## src/rtl/yfmt_pkg.sv

```systemverilog
package yfmt_pkg;
    localparam int CW     = 10;
    localparam int NARROW = 8;
    localparam int BUS_W  = 16;
    localparam int SLOTS  = 4;
    localparam int BEAT_W = $clog2(SLOTS);

    typedef enum logic [1:0] {PK_8 = 2'd0, PK_10 = 2'd1, PK_16 = 2'd2} pk_e;
    typedef enum logic [1:0] {ST_IDLE, ST_PORCH, ST_SEND, ST_WAIT} st_e;

    typedef logic [CW-1:0] comp_t;

    typedef struct packed {
        comp_t y0;
        comp_t y1;
        comp_t c_a;
        comp_t c_b;
        pk_e   pk;
        logic  swap_l;
        logic  msb;
        logic  eol;
        logic  eof;
    } pair_t;

    function automatic pk_e pk_decode(input logic [1:0] code);
        if (code[1])      return PK_16;
        else if (code[0]) return PK_10;
        else              return PK_8;
    endfunction
endpackage

```

## src/rtl/yfmt_clip.sv

```systemverilog
module yfmt_clip
    import yfmt_pkg::*;
#(
    parameter bit IS_LUMA = 1'b1
) (
    input  comp_t raw,
    input  pk_e   pk,
    output comp_t q
);
    localparam comp_t LO_N = comp_t'(16);
    localparam comp_t HI_N = IS_LUMA ? comp_t'(235) : comp_t'(240);
    localparam comp_t LO_W = comp_t'(64);
    localparam comp_t HI_W = IS_LUMA ? comp_t'(940) : comp_t'(960);

    comp_t lo, hi, v;

    always_comb begin
        if (pk == PK_10) begin
            lo = LO_W;
            hi = HI_W;
            v  = raw;
        end else begin
            lo = LO_N;
            hi = HI_N;
            v  = {{(CW-NARROW){1'b0}}, raw[NARROW-1:0]};
        end
        if (v < lo)      q = lo;
        else if (v > hi) q = hi;
        else             q = v;
    end
endmodule

```

## src/rtl/yfmt_lane.sv

```systemverilog
module yfmt_lane
    import yfmt_pkg::*;
(
    input  pair_t             p,
    input  logic [BEAT_W-1:0] beat,
    output logic [BUS_W-1:0]  bus
);
    comp_t slot [SLOTS];
    comp_t s, c, y;

    always_comb begin
        if (p.swap_l) begin
            slot[0] = p.y0;  slot[1] = p.c_a;
            slot[2] = p.y1;  slot[3] = p.c_b;
        end else begin
            slot[0] = p.c_a; slot[1] = p.y0;
            slot[2] = p.c_b; slot[3] = p.y1;
        end
        s = slot[beat];
        c = beat[0] ? p.c_b : p.c_a;
        y = beat[0] ? p.y1  : p.y0;
        unique case (p.pk)
            PK_10:   bus = p.msb ? {s, {(BUS_W-CW){1'b0}}} : {{(BUS_W-CW){1'b0}}, s};
            PK_16:   bus = p.swap_l ? {y[NARROW-1:0], c[NARROW-1:0]}
                                    : {c[NARROW-1:0], y[NARROW-1:0]};
            default: bus = p.msb ? {s[NARROW-1:0], {(BUS_W-NARROW){1'b0}}}
                                 : {{(BUS_W-NARROW){1'b0}}, s[NARROW-1:0]};
        endcase
    end
endmodule

```

## src/rtl/yuv422_port_fmt.sv

```systemverilog
module yuv422_port_fmt
    import yfmt_pkg::*;
#(
    parameter int PORCH_W = 8
) (
    input  logic               clk,
    input  logic               rst_n,
    input  logic [1:0]         cfg_pack,
    input  logic               cfg_swap_chroma,
    input  logic               cfg_swap_luma,
    input  logic               cfg_msb_align,
    input  logic [PORCH_W-1:0] cfg_porch,
    input  logic               in_valid,
    output logic               in_ready,
    input  logic [CW-1:0]      in_y0,
    input  logic [CW-1:0]      in_y1,
    input  logic [CW-1:0]      in_cb,
    input  logic [CW-1:0]      in_cr,
    input  logic               in_half,
    input  logic               in_sof,
    input  logic               in_eol,
    input  logic               in_eof,
    output logic               vid_fv,
    output logic               vid_lv,
    output logic [BUS_W-1:0]   vid_data
);
    localparam int NCOMP = 4;

    typedef struct packed {
        st_e               st;
        logic [PORCH_W-1:0] cnt;
        pair_t             pair;
        logic [BEAT_W-1:0] beat;
        comp_t             prev_cb;
        comp_t             prev_cr;
        logic              line_open;
        logic              fv;
        logic              lv;
    } regs_t;

    regs_t q, d;
    logic [BUS_W-1:0] data_d, data_q, lane_bus;

    pk_e   in_pk;
    comp_t raw_c  [NCOMP];
    comp_t clip_c [NCOMP];
    comp_t cb_sel, cr_sel;
    pair_t new_pair;
    logic  last_beat, rdy, accept, use_prev;

    assign in_pk    = pk_decode(cfg_pack);
    assign raw_c[0] = in_y0;
    assign raw_c[1] = in_half ? in_y0 : in_y1;
    assign raw_c[2] = in_cb;
    assign raw_c[3] = in_cr;

    for (genvar gi = 0; gi < NCOMP; gi++) begin : g_clip
        yfmt_clip #(.IS_LUMA(gi < 2 ? 1'b1 : 1'b0)) u_clip (
            .raw (raw_c[gi]),
            .pk  (in_pk),
            .q   (clip_c[gi])
        );
    end

    always_comb begin
        use_prev = in_half && q.line_open;
        cb_sel   = use_prev ? q.prev_cb : clip_c[2];
        cr_sel   = use_prev ? q.prev_cr : clip_c[3];
        new_pair = '{y0: clip_c[0], y1: clip_c[1],
                     c_a: cfg_swap_chroma ? cr_sel : cb_sel,
                     c_b: cfg_swap_chroma ? cb_sel : cr_sel,
                     pk: in_pk, swap_l: cfg_swap_luma, msb: cfg_msb_align,
                     eol: in_eol, eof: in_eof};
        last_beat = (q.pair.pk == PK_16) ? (q.beat == BEAT_W'(1))
                                         : (q.beat == BEAT_W'(SLOTS-1));
        unique case (q.st)
            ST_IDLE:  rdy = in_sof && (cfg_porch == '0);
            ST_PORCH: rdy = (q.cnt == '0);
            ST_SEND:  rdy = last_beat && !q.pair.eol;
            default:  rdy = 1'b1;
        endcase
        accept = in_valid && rdy;
    end

    assign in_ready = rdy;

    always_comb begin
        d = q;
        unique case (q.st)
            ST_IDLE: begin
                if (in_valid && in_sof && cfg_porch != '0) begin
                    d.st  = ST_PORCH;
                    d.cnt = cfg_porch - 1'b1;
                    d.fv  = 1'b1;
                end
            end
            ST_PORCH: begin
                if (q.cnt != '0) d.cnt = q.cnt - 1'b1;
            end
            ST_SEND: begin
                if (!last_beat) begin
                    d.beat = q.beat + 1'b1;
                end else if (q.pair.eol) begin
                    d.lv        = 1'b0;
                    d.line_open = 1'b0;
                    if (q.pair.eof) begin
                        d.st = ST_IDLE;
                        d.fv = 1'b0;
                    end else begin
                        d.st = ST_WAIT;
                    end
                end else begin
                    d.st = ST_WAIT;
                    d.lv = 1'b0;
                end
            end
            default: ;
        endcase
        if (accept) begin
            d.st        = ST_SEND;
            d.pair      = new_pair;
            d.beat      = '0;
            d.fv        = 1'b1;
            d.lv        = 1'b1;
            d.prev_cb   = cb_sel;
            d.prev_cr   = cr_sel;
            d.line_open = 1'b1;
        end
    end

    yfmt_lane u_lane (
        .p    (d.pair),
        .beat (d.beat),
        .bus  (lane_bus)
    );

    assign data_d = d.lv ? lane_bus : '0;

    always_ff @(posedge clk) begin
        if (!rst_n) begin
            q      <= '0;
            data_q <= '0;
        end else begin
            q      <= d;
            data_q <= data_d;
        end
    end

    assign vid_fv   = q.fv;
    assign vid_lv   = q.lv;
    assign vid_data = data_q;

    AST_LV_INSIDE_FV: assert property (@(posedge clk) disable iff (!rst_n)
        vid_lv |-> vid_fv);
    AST_BLANK_ZERO: assert property (@(posedge clk) disable iff (!rst_n)
        !vid_lv |-> (vid_data == '0));
    AST_ACCEPT_SHOWS: assert property (@(posedge clk) disable iff (!rst_n)
        (in_valid && in_ready) |=> (vid_lv && vid_fv));
    AST_MIDPAIR_STALL: assert property (@(posedge clk) disable iff (!rst_n)
        (q.st == ST_SEND && q.beat == '0) |-> !in_ready);
    AST_PORCH_GAP: assert property (@(posedge clk) disable iff (!rst_n)
        ($rose(vid_fv) && $past(cfg_porch) != '0) |-> !vid_lv);
    AST_NARROW_UNUSED: assert property (@(posedge clk) disable iff (!rst_n)
        (vid_lv && q.pair.pk == PK_8 && !q.pair.msb) |-> (vid_data[15:8] == '0));
endmodule

```

## config.mk

```make
export PLATFORM = sky130hd
export DESIGN_NAME = yuv422_port_fmt
export DESIGN_NICKNAME = d
export VERILOG_FILES = /design/src/rtl/yfmt_pkg.sv /design/src/rtl/yfmt_clip.sv /design/src/rtl/yfmt_lane.sv /design/src/rtl/yuv422_port_fmt.sv
export SDC_FILE = /design/constraint.sdc
export NUM_CORES = 1
export LEC_CHECK = 0
export BUFFER_PORTS_ARGS = -buffer_cell sky130_fd_sc_hd__buf_2
export CAP_MARGIN = 0
export CORE_MARGIN = 2
export CORE_UTILIZATION = 54
export CTS_CLUSTER_DIAMETER = 40
export CTS_CLUSTER_SIZE = 30
export DETAILED_ROUTE_END_ITERATION = 8
export PLACE_DENSITY = 0.84
export SLEW_MARGIN = 20
export SYNTH_ARGS = -nofsm -noshare
export SYNTH_HDL_FRONTEND = slang
export SYNTH_SLANG_ARGS = --single-unit
export TNS_END_PERCENT = 30
```

## constraint.sdc

```tcl
create_clock -name clk -period 3.4 [get_ports clk]
set_input_delay 0.17 -clock clk [delete_from_list [all_inputs] [get_ports clk]]
set_output_delay 0.17 -clock clk [all_outputs]
set_load 0.005 [all_outputs]
```

[Word-level counts from Yosys, hierarchy flattened]
Cells that the tools add are included.
Word-level totals
  register bits: 97
  bits in latches: 0
  bits in writable memories: 0
  ROM bits: 0
  input port bits: 60
  output and inout bits: 19
  logic and storage cells: 125
  memories kept: 0
Operators by class
  $add $sub $neg: 3
  multiply operators: 0
  divide/modulo/power cells: 0
  $lt $le $gt $ge: 9
  eq/ne operators: 15
  shift operators: 0
  multiplexer cells: 52
  bitwise gates (word level): 2
  reduce and logical (&&, ||, !) cells: 25
Operators by type and width (count)
  10-bit two-way mux: 22
  71-bit two-way mux: 1
  16-bit two-way mux: 3
  10-bit > comparator: 4
  10-bit by 7-bit < comparator with 1-bit output: 4
  40-bit two-way mux: 1
  16-bit case mux with 2 select lines: 1
  8-bit two-way mux: 3
  10-bit binary-select mux with 2-bit select: 1
  8-bit zero test: 2
  2-bit two-way mux: 8
  8-bit case mux with 2 select lines: 1
  8-bit nonzero test: 2
  8-bit by 1-bit subtractor with 8-bit output (second input constant): 2
  3-bit != test (second input constant): 4
  3-bit AND reduction: 4
  2-bit nonzero test: 5
  2-bit by 1-bit == test with 1-bit output (second input constant): 4
  2-bit == test (second input constant): 4
  7-bit two-way mux: 1
  1-bit logical AND: 6
  1-bit two-way mux: 6
  2-bit != test (second input constant): 3
  5-bit AND reduction: 1
  13 further kinds: 13

[Logic depth before layout (Yosys ltp)]
Gate-level depths: netlist of the first run.
  depth after elaboration: 16
  depth in mapped cells: 17
  depth with buffers taken out: 12

[By module]
From an unflattened synthesis of the first run, not the netlist that was laid out.
Unflattened totals
  cell total of the unflattened synthesis: 818
  area total of the unflattened synthesis: 7103.1 µm²
Modules (own cells, without submodules)
  yuv422_port_fmt: instances 1, cells an instance 578, area each 5102.4 µm²
  yfmt_lane: instances 1, cells an instance 92, area each 922.1 µm²
  yfmt_clip at g_clip[0].u_clip ...: instances 2, cells an instance 41, area each 310.3 µm²
  yfmt_clip at g_clip[2].u_clip ...: instances 2, cells an instance 33, area each 229.0 µm²

[Worst setup path after synthesis of the first run]
OpenSTA, ideal clock, no wires.
  kind: input port to flip-flop
  start point: input port cfg_pack[1]
  end point: register data_q[6], in the netlist vid_data[6]
  library setup time: 0.057 ns
  arrival: 3.677 ns
  data required time: 3.343 ns
  slack: -0.334 ns
  stages: 13
  buffers on the path: 1
  cell sequence: and2b_1 clkinv_1 clkbuf_1 ha_1 nand2b_1 or4b_4 o32a_1 or3_4 a31o_1 a311oi_2 o311ai_1 o21ai_1 a21bo_1
On the way
  longest elaborated chain between the ends: 15
  elaborated cells on any way between the ends: 42
  classes of those cells: order compare: 8; eq/ne: 3; mux: 31
Ends and longest elaborated chain
  start, declared: line yuv422_port_fmt.sv:8  | input logic [1:0] cfg_pack,
  2-bit two-way mux (*): line yfmt_pkg.sv:26  | if (code[1]) return PK_16;
  2-bit by 1-bit == test with 1-bit output: line yfmt_clip.sv:18  | if (pk == PK_10) begin
  10-bit two-way mux: line yfmt_clip.sv:18
  10-bit > comparator: line yfmt_clip.sv:28  | else if (v > hi) q = hi;
  10-bit two-way mux: line yfmt_clip.sv:28
  10-bit two-way mux: line yfmt_clip.sv:27  | if (v < lo) q = lo;
  10-bit two-way mux (on tied branches): line yuv422_port_fmt.sv:68, yuv422_port_fmt.sv:67
  10-bit two-way mux (on tied branches): line yuv422_port_fmt.sv:71, yuv422_port_fmt.sv:70
  71-bit two-way mux (*): line yuv422_port_fmt.sv:119  | if (accept) begin
  40-bit two-way mux: line yfmt_lane.sv:12  | if (p.swap_l) begin
  10-bit binary-select mux with 2-bit select: line yfmt_lane.sv:19  | s = slot[beat];
  10-bit two-way mux (not written as such) (2 in a row): line yfmt_lane.sv:19
  16-bit two-way mux (on tied branches): line yfmt_lane.sv:26, yfmt_lane.sv:23
  16-bit case mux with 2 select lines (*): line yfmt_lane.sv:22  | unique case (p.pk)
  end signal, assigned: line yuv422_port_fmt.sv:145  | data_q <= data_d;
  end, declared: line yuv422_port_fmt.sv:42  | logic [BUS_W-1:0] data_d, data_q, lane_bus;
Mark *: on every way between the ends. The rest lies on a longest branch, timed or not. The select of a mux whose other input is x is not followed.
A chain may end at the register's enable or synchronous reset.

[Worst setup path after layout of the first run]
Same ends and word-level chain as after synthesis.

==> results of run 1 <==
==> state kept, by name, indices dropped and copies added (netlist names) <==
name,flops
q,79
vid_lv,1
vid_fv,1
vid_data,16
==> kinds of logic after synthesis <==
logic type,after synthesis,synth area share (%)
xor gates and xnor gates,2,0.269
AOI/OAI and AO/OA,280,28.0
DFF,97,29.8
and+or+nand+nor,350,24.7
buffers and inverters,74,4.42
adders and majority gates,10,1.92
muxes,65,10.8
==> cell usage in the layout, fill, tap and decap left out, types with 5 or more instances in the layout <==
cell	instances
a221oi_1	5
nor2_1	95
o21ai_0	39
a21oi_1	105
a22oi_1	5
nand2_1	126
o21a_1	10
nand3_1	30
clkbuf_16	9
a31oi_1	6
nor3_1	18
nor2b_1	8
buf_4	40
dfxtp_1	97
ha_1	10
and2_1	8
buf_2	78
o211ai_1	13
nand4_1	6
or2_2	6
and3_1	20
a211oi_1	18
o22ai_1	8
or3_1	5
mux2_2	13
nand2b_1	12
inv_1	18
a311oi_1	7
a32oi_1	5
mux2i_1	49
o21ai_1	5
o2111ai_1	7
==> through the flow <==
stage	area [sq um]	utilization [%]	TNS [ns]
after global routing	7580	63.9	0
after global placement	7230	60.9	-0.0155
after floorplan	6530	-	-0.0275
final	7580	63.9	0
after CTS	7570	63.9	0
after detailed placement	7230	60.9	-0.203
==> worst paths after layout <==
check                    from           to  slack (ns)  depth (start not counted)
hold / removal         in_eol        q[26]        0.04                          3
setup / recovery  cfg_pack[1]  vid_data[6]        0.23                         14
hold reg to reg         q[40]        q[40]        0.45                          2
setup reg to reg        q[30]  vid_data[5]        0.30                         13
==> worst max-delay path, cell delays in order <==
cell and delay, ns:
buf_2 0.14, and2b_2 0.26, clkinv_4 0.07, ha_1 0.28, nand2b_1 0.16, or4b_4 0.52
buf_4 0.15, a2111oi_4 0.40, or3_4 0.22, a21oi_1 0.09, mux2_2 0.28, a21oi_1 0.32
nand2b_1 0.15, a21bo_1 0.19
==> metal layers <==
metal | track usage, % | wire (microns) | up-vias
met4 | 15.8 | 942 | 0
met3 | 6.75 | 1570 | 73
met1 | 40.6 | 8290 | 3232
met5 | 0 | 0 | -
li1 | - | - | 3367
met2 | 48.5 | 8850 | 323
==> power groups by stage <==
| stage | Sequential, mW | Combinational [mW] | Clock (mW) |
|---|---|---|---|
| global placement | 1.27 | 1.03 | 0 |
| detailed placement | 1.28 | 1.04 | 0 |
| global route | 1.26 | 1.18 | 1.24 |
| finish | 1.25 | 1.07 | 1.18 |
| floorplan | 1.25 | 0.725 | 0 |
| CTS | 1.25 | 1.05 | 1.19 |
==> final cells by class <==
cell class,count,area share (%)
clock inverters,7,1.57
clock buffers,9,2.97
well taps,147,2.43
multi-input cells,707,56.9
inverters,22,1.16
flip-flops and latches,97,25.6
repair buffers,119,9.38
==> results_dict.tcl, run 1 <==
set metrics [dict create \
    setup-violations-final 0 \
    num-nets-final 1026 \
    worst-endpoint-arrival_ns 3.42 \
    wl_microns 19600 \
    seqPwrFrac_pct 35.7 \
    timing.hold.ws_ns 0.0449 \
    worst-setup-path-type "input pin to register" \
    multiInputGateArea_sq_um 4310 \
    dieHeight_microns 114 \
    peakVddDrop_v 0.000290 \
    hold_buffers 0 \
    cap_violations 0 \
    fin_cells 1108 \
    hold_path_class "input pin to register" \
    clk_pin_slew_ns 0.07 \
    dr.pass1.iters 5 \
    leakage_nw 3.08 \
    yosys-top-cells-area "dfxtp_1 30%, a21oi_1 8.2%, mux2i_1 7.5%" \
    fillCellCount 1069 \
    avgViaCountPerCell 6.31 \
    grtUsageTotal_pct 31.1 \
    switchingPower_mw 1.17 \
    finalCriticalPeriod_ns 3.17 \
    yosysSeqAreaShare_pct 29.8 \
    slew_headroom_pct 42.8 \
    grt_max_degree 69 \
    syn_inst 878 \
    dieArea_sq_um 12900 \
    startpoint_type "input pin" \
    cts_resized 0 \
    ys.flop_type "dfxtp_1" \
    coreArea_sq_um 11900 \
    status "completed" \
    fin_skew_ns 0.0108 \
    grt_pass1_wl_microns 32300 \
    power_density_nw_per_um2 463 \
    drt_first_iter_violations 698 \
    place_ws_ns -0.0990 \
    dp.cells 1092 \
    p_int_mw 2.34 \
    vias 6995 \
    cts_tree "done" \
    htree_num_levels 3 \
    grt_setup_unrepaired "no" \
    fmax_mhz 315 \
    num_antenna_cells 0 \
    place_congestion 0.956 \
    synth_top_area_share_pct 29.8 \
    syn2layout_area_growth_pct 16.5 \
    io_pins 79 \
    hpwl_microns 14400 \
    cts_buffers 9 \
    ys_warn_count 0 \
    drt_drc_violations_left 0 \
    slew_violations 0 \
    start_util_pct 54.9 \
    clock_power_share_pct 33.7 \
    async_reset_ff_share_pct 0 \
    worstMarginPinSlew_ns 0.854 \
    crit_path_end_kind "register" \
    ys_types 71 \
    hold_viol_final 0 \
    clock_latency_ns 0.36 \
    grt_antenna_before_repair 0 \
    avgSynthCellArea_sq_um 7.41 \
    wire_per_inst_microns 17.7 \
    drive_above_1_share_pct 17.8 \
    syn_nets 948 \
    grt_overflow 0 \
    cts_root_buf "clkbuf_16" \
    seq_area_sq_um 1940 \
    finalCritPeriodShare_pct 93.3 \
    comb_power_share_pct 30.6 \
    synth_seq_cells 97 \
    cp.required_ns 3.65 \
    synth_area_sq_um 6510 \
    fp.dieW_microns 114 \
    grt_pass1_vias 6446 \
    yosysTopAreaCell "dfxtp_1" \
    row_count 40 \
    synth_edf_count 0 \
    postCtsSetupBuffers 0 \
    post-synth-top-count-cell "nand2_1" \
    ant_nets 0 \
    clkSinkCount 97 \
    clock_path_buffers 2 \
    p_sw_share_pct 33.3 \
    setup_ws_ns 0.226 \
    synthTopCellsByCount "126 x nand2_1, 106 x a21oi_1, 97 x dfxtp_1" \
    path_max_fanout 5 \
    port-buffer-count 78 \
    total_power_mw 3.51 \
]
No activity file was read; power rests on OpenSTA's default activity.
==> inputs of run 2 (changes only) <==
--- a/config.mk
+++ b/config.mk
@@ -7,6 +7,7 @@
 export LEC_CHECK = 0
 export BUFFER_PORTS_ARGS = -buffer_cell sky130_fd_sc_hd__buf_2
 export CAP_MARGIN = 0
+export CORE_ASPECT_RATIO = 0.9
 export CORE_MARGIN = 2
 export CORE_UTILIZATION = 54
 export CTS_CLUSTER_DIAMETER = 40
==> run 2 against run 1 <==
Against the previous run:
- worst hold slack better by 0.033 ns
- core utilization up 0.055 points
- sequential share of layout area shrank 0.076 points
- largest power group unchanged
- wire length fell by 1.1%
==> results_dict.tcl, run 2 (synthesis results as in run 1) <==
set metrics [dict create \
    p_sw_share_pct 33.3 \
    grt_antenna_before_repair 0 \
    seqPwrFrac_pct 36.3 \
    startpoint_type "register" \
    reg2reg_to "vid_data[9]" \
    ant_nets 0 \
    htree_num_levels 3 \
    wl_microns 19400 \
    worstMarginPinSlew_ns 0.605 \
    grt_max_degree 69 \
    clkSinkCount 97 \
    dr.pass1.iters 5 \
    crit_path_end_kind "register" \
    clk_pin_slew_ns 0.07 \
    final_cell_mix "126 x nand2_1, 105 x a21oi_1, 97 x dfxtp_1" \
    start_util_pct 54.7 \
    slew_headroom_pct 59.6 \
    avgViaCountPerCell 6.27 \
    clock_power_share_pct 32.4 \
    place_congestion 0.954 \
    grt_pass1_vias 6294 \
    r2r_setup_slack_ns 0.20 \
    hold_start "in_eof" \
    io_pins 79 \
    hpwl_microns 14500 \
    slew_violations 0 \
    worst-endpoint-arrival_ns 3.45 \
    grt_pass1_wl_microns 31800 \
    port-buffer-count 78 \
    power_density_nw_per_um2 455 \
    cp-startpoint "q[30]" \
    finalCritPeriodShare_pct 94.1 \
    top_register "q" \
    cts_buffers 9 \
    finalCriticalPeriod_ns 3.20 \
    reg2regPathDepth 10 \
    clock_path_buffers 2 \
    row_count 38 \
    cp.required_ns 3.65 \
    path_max_fanout 11 \
    p_int_mw 2.30 \
    drt_first_iter_violations 642 \
    hold_buffers 0 \
    cts_tree "done" \
    dieHeight_microns 108 \
    fp.dieW_microns 120 \
    timing.hold.ws_ns 0.0780 \
    leakage_nw 3.08 \
    clock_latency_ns 0.35 \
    fillCellCount 1065 \
    switchingPower_mw 1.15 \
    vias 7034 \
    num_antenna_cells 0 \
    grtUsageTotal_pct 30.6 \
    worst-setup-path-type "register to register" \
    r2r_start "q[30]" \
    fin_skew_ns 0.00948 \
    peakVddDrop_v 0.000256 \
    cts_root_buf "clkbuf_16" \
    grt_setup_unrepaired "no" \
    drive_above_1_share_pct 17.9 \
    dieArea_sq_um 12900 \
    syn2layout_area_growth_pct 16.8 \
    seq_area_sq_um 1940 \
    setup_ws_ns 0.200 \
    largest_reg_flops 79 \
    cap_violations 0 \
    hold_viol_final 0 \
    final_util_pct 63.9 \
    setup-violations-final 0 \
    drt_drc_violations_left 0 \
    wire_per_inst_microns 17.3 \
    multiInputGateArea_sq_um 4320 \
    cp-endpoint "vid_data[9]" \
    final_common_cell "nand2_1" \
    num-nets-final 1027 \
    comb_power_share_pct 31.4 \
    status "completed" \
    hold_path_class "input pin to register" \
    fmax_mhz 312 \
    coreArea_sq_um 11900 \
    grt_overflow 0 \
    place_ws_ns -0.100 \
]
==> run 2: repair_timing <==
action	4_1_cts	5_1_grt
buffers inserted	0	0
setup endpoints to repair	0	15
gates resized for setup	0	3
==> run 2: how the worst min path moves through the flow <==
stage	to	slack (ns)	depth (start not counted)
6_report	q[25]	0.08	3
4_1_cts	q[25]	0.06	3
2_1_floorplan	q[46]	0.29	1
3_3_place_gp	q[26]	0.42	3
5_1_grt	q[25]	0.07	3
3_5_place_dp	q[25]	0.43	3
==> run 2: final cells by class <==
| class | instances | share of cell area [%] |
|---|---|---|
| Multi-Input combinational cell | 707 | 56.9 |
| Sequential cell | 97 | 25.5 |
| Timing Repair Buffer | 120 | 9.45 |
| Clock buffer | 12 | 3.37 |
| Tap cell | 160 | 2.63 |
| Inverter | 22 | 1.15 |
| Clock inverter | 4 | 0.988 |
==> run 2: power groups by stage <==
stage          clock network, mW  logic (mW)  registers, mW
5_1_grt                     1.18        1.18           1.26
6_report                    1.12        1.09           1.25
3_3_place_gp                   0        1.03           1.27
4_1_cts                     1.13        1.05           1.25
3_5_place_dp                   0        1.05           1.28
2_1_floorplan                  0       0.725           1.25
==> run 2: through the flow <==
step	cell area, sq um	cells	setup TNS [ns]	power [mW]
2_1_floorplan	6530	878	-0.0275	1.98
3_3_place_gp	7250	1106	-0.0276	2.31
3_5_place_dp	7250	1106	-0.153	2.32
4_1_cts	7580	1122	0	3.44
5_1_grt	7600	1122	0	3.62
6_report	7600	1122	0	3.46
==> run 2: routing by layer <==
layer / track usage [%] / share of wire (%)
met3: 5.64 / 10
met1: 41.0 / 42
met2: 49.9 / 45
met4: 10.7 / 3.2
met5: 0 / 0
==> run 2: worst max-delay path, stage by stage (launching register included) <==
cell      delay, ns
dfxtp_1        0.32
nor2b_1        0.40
mux2i_1        0.49
a21oi_1        0.25
nand2_1        0.32
buf_4          0.28
nor2_1         0.06
o21a_1         0.17
a211oi_1       0.38
a211oi_1       0.14
a221oi_1       0.30
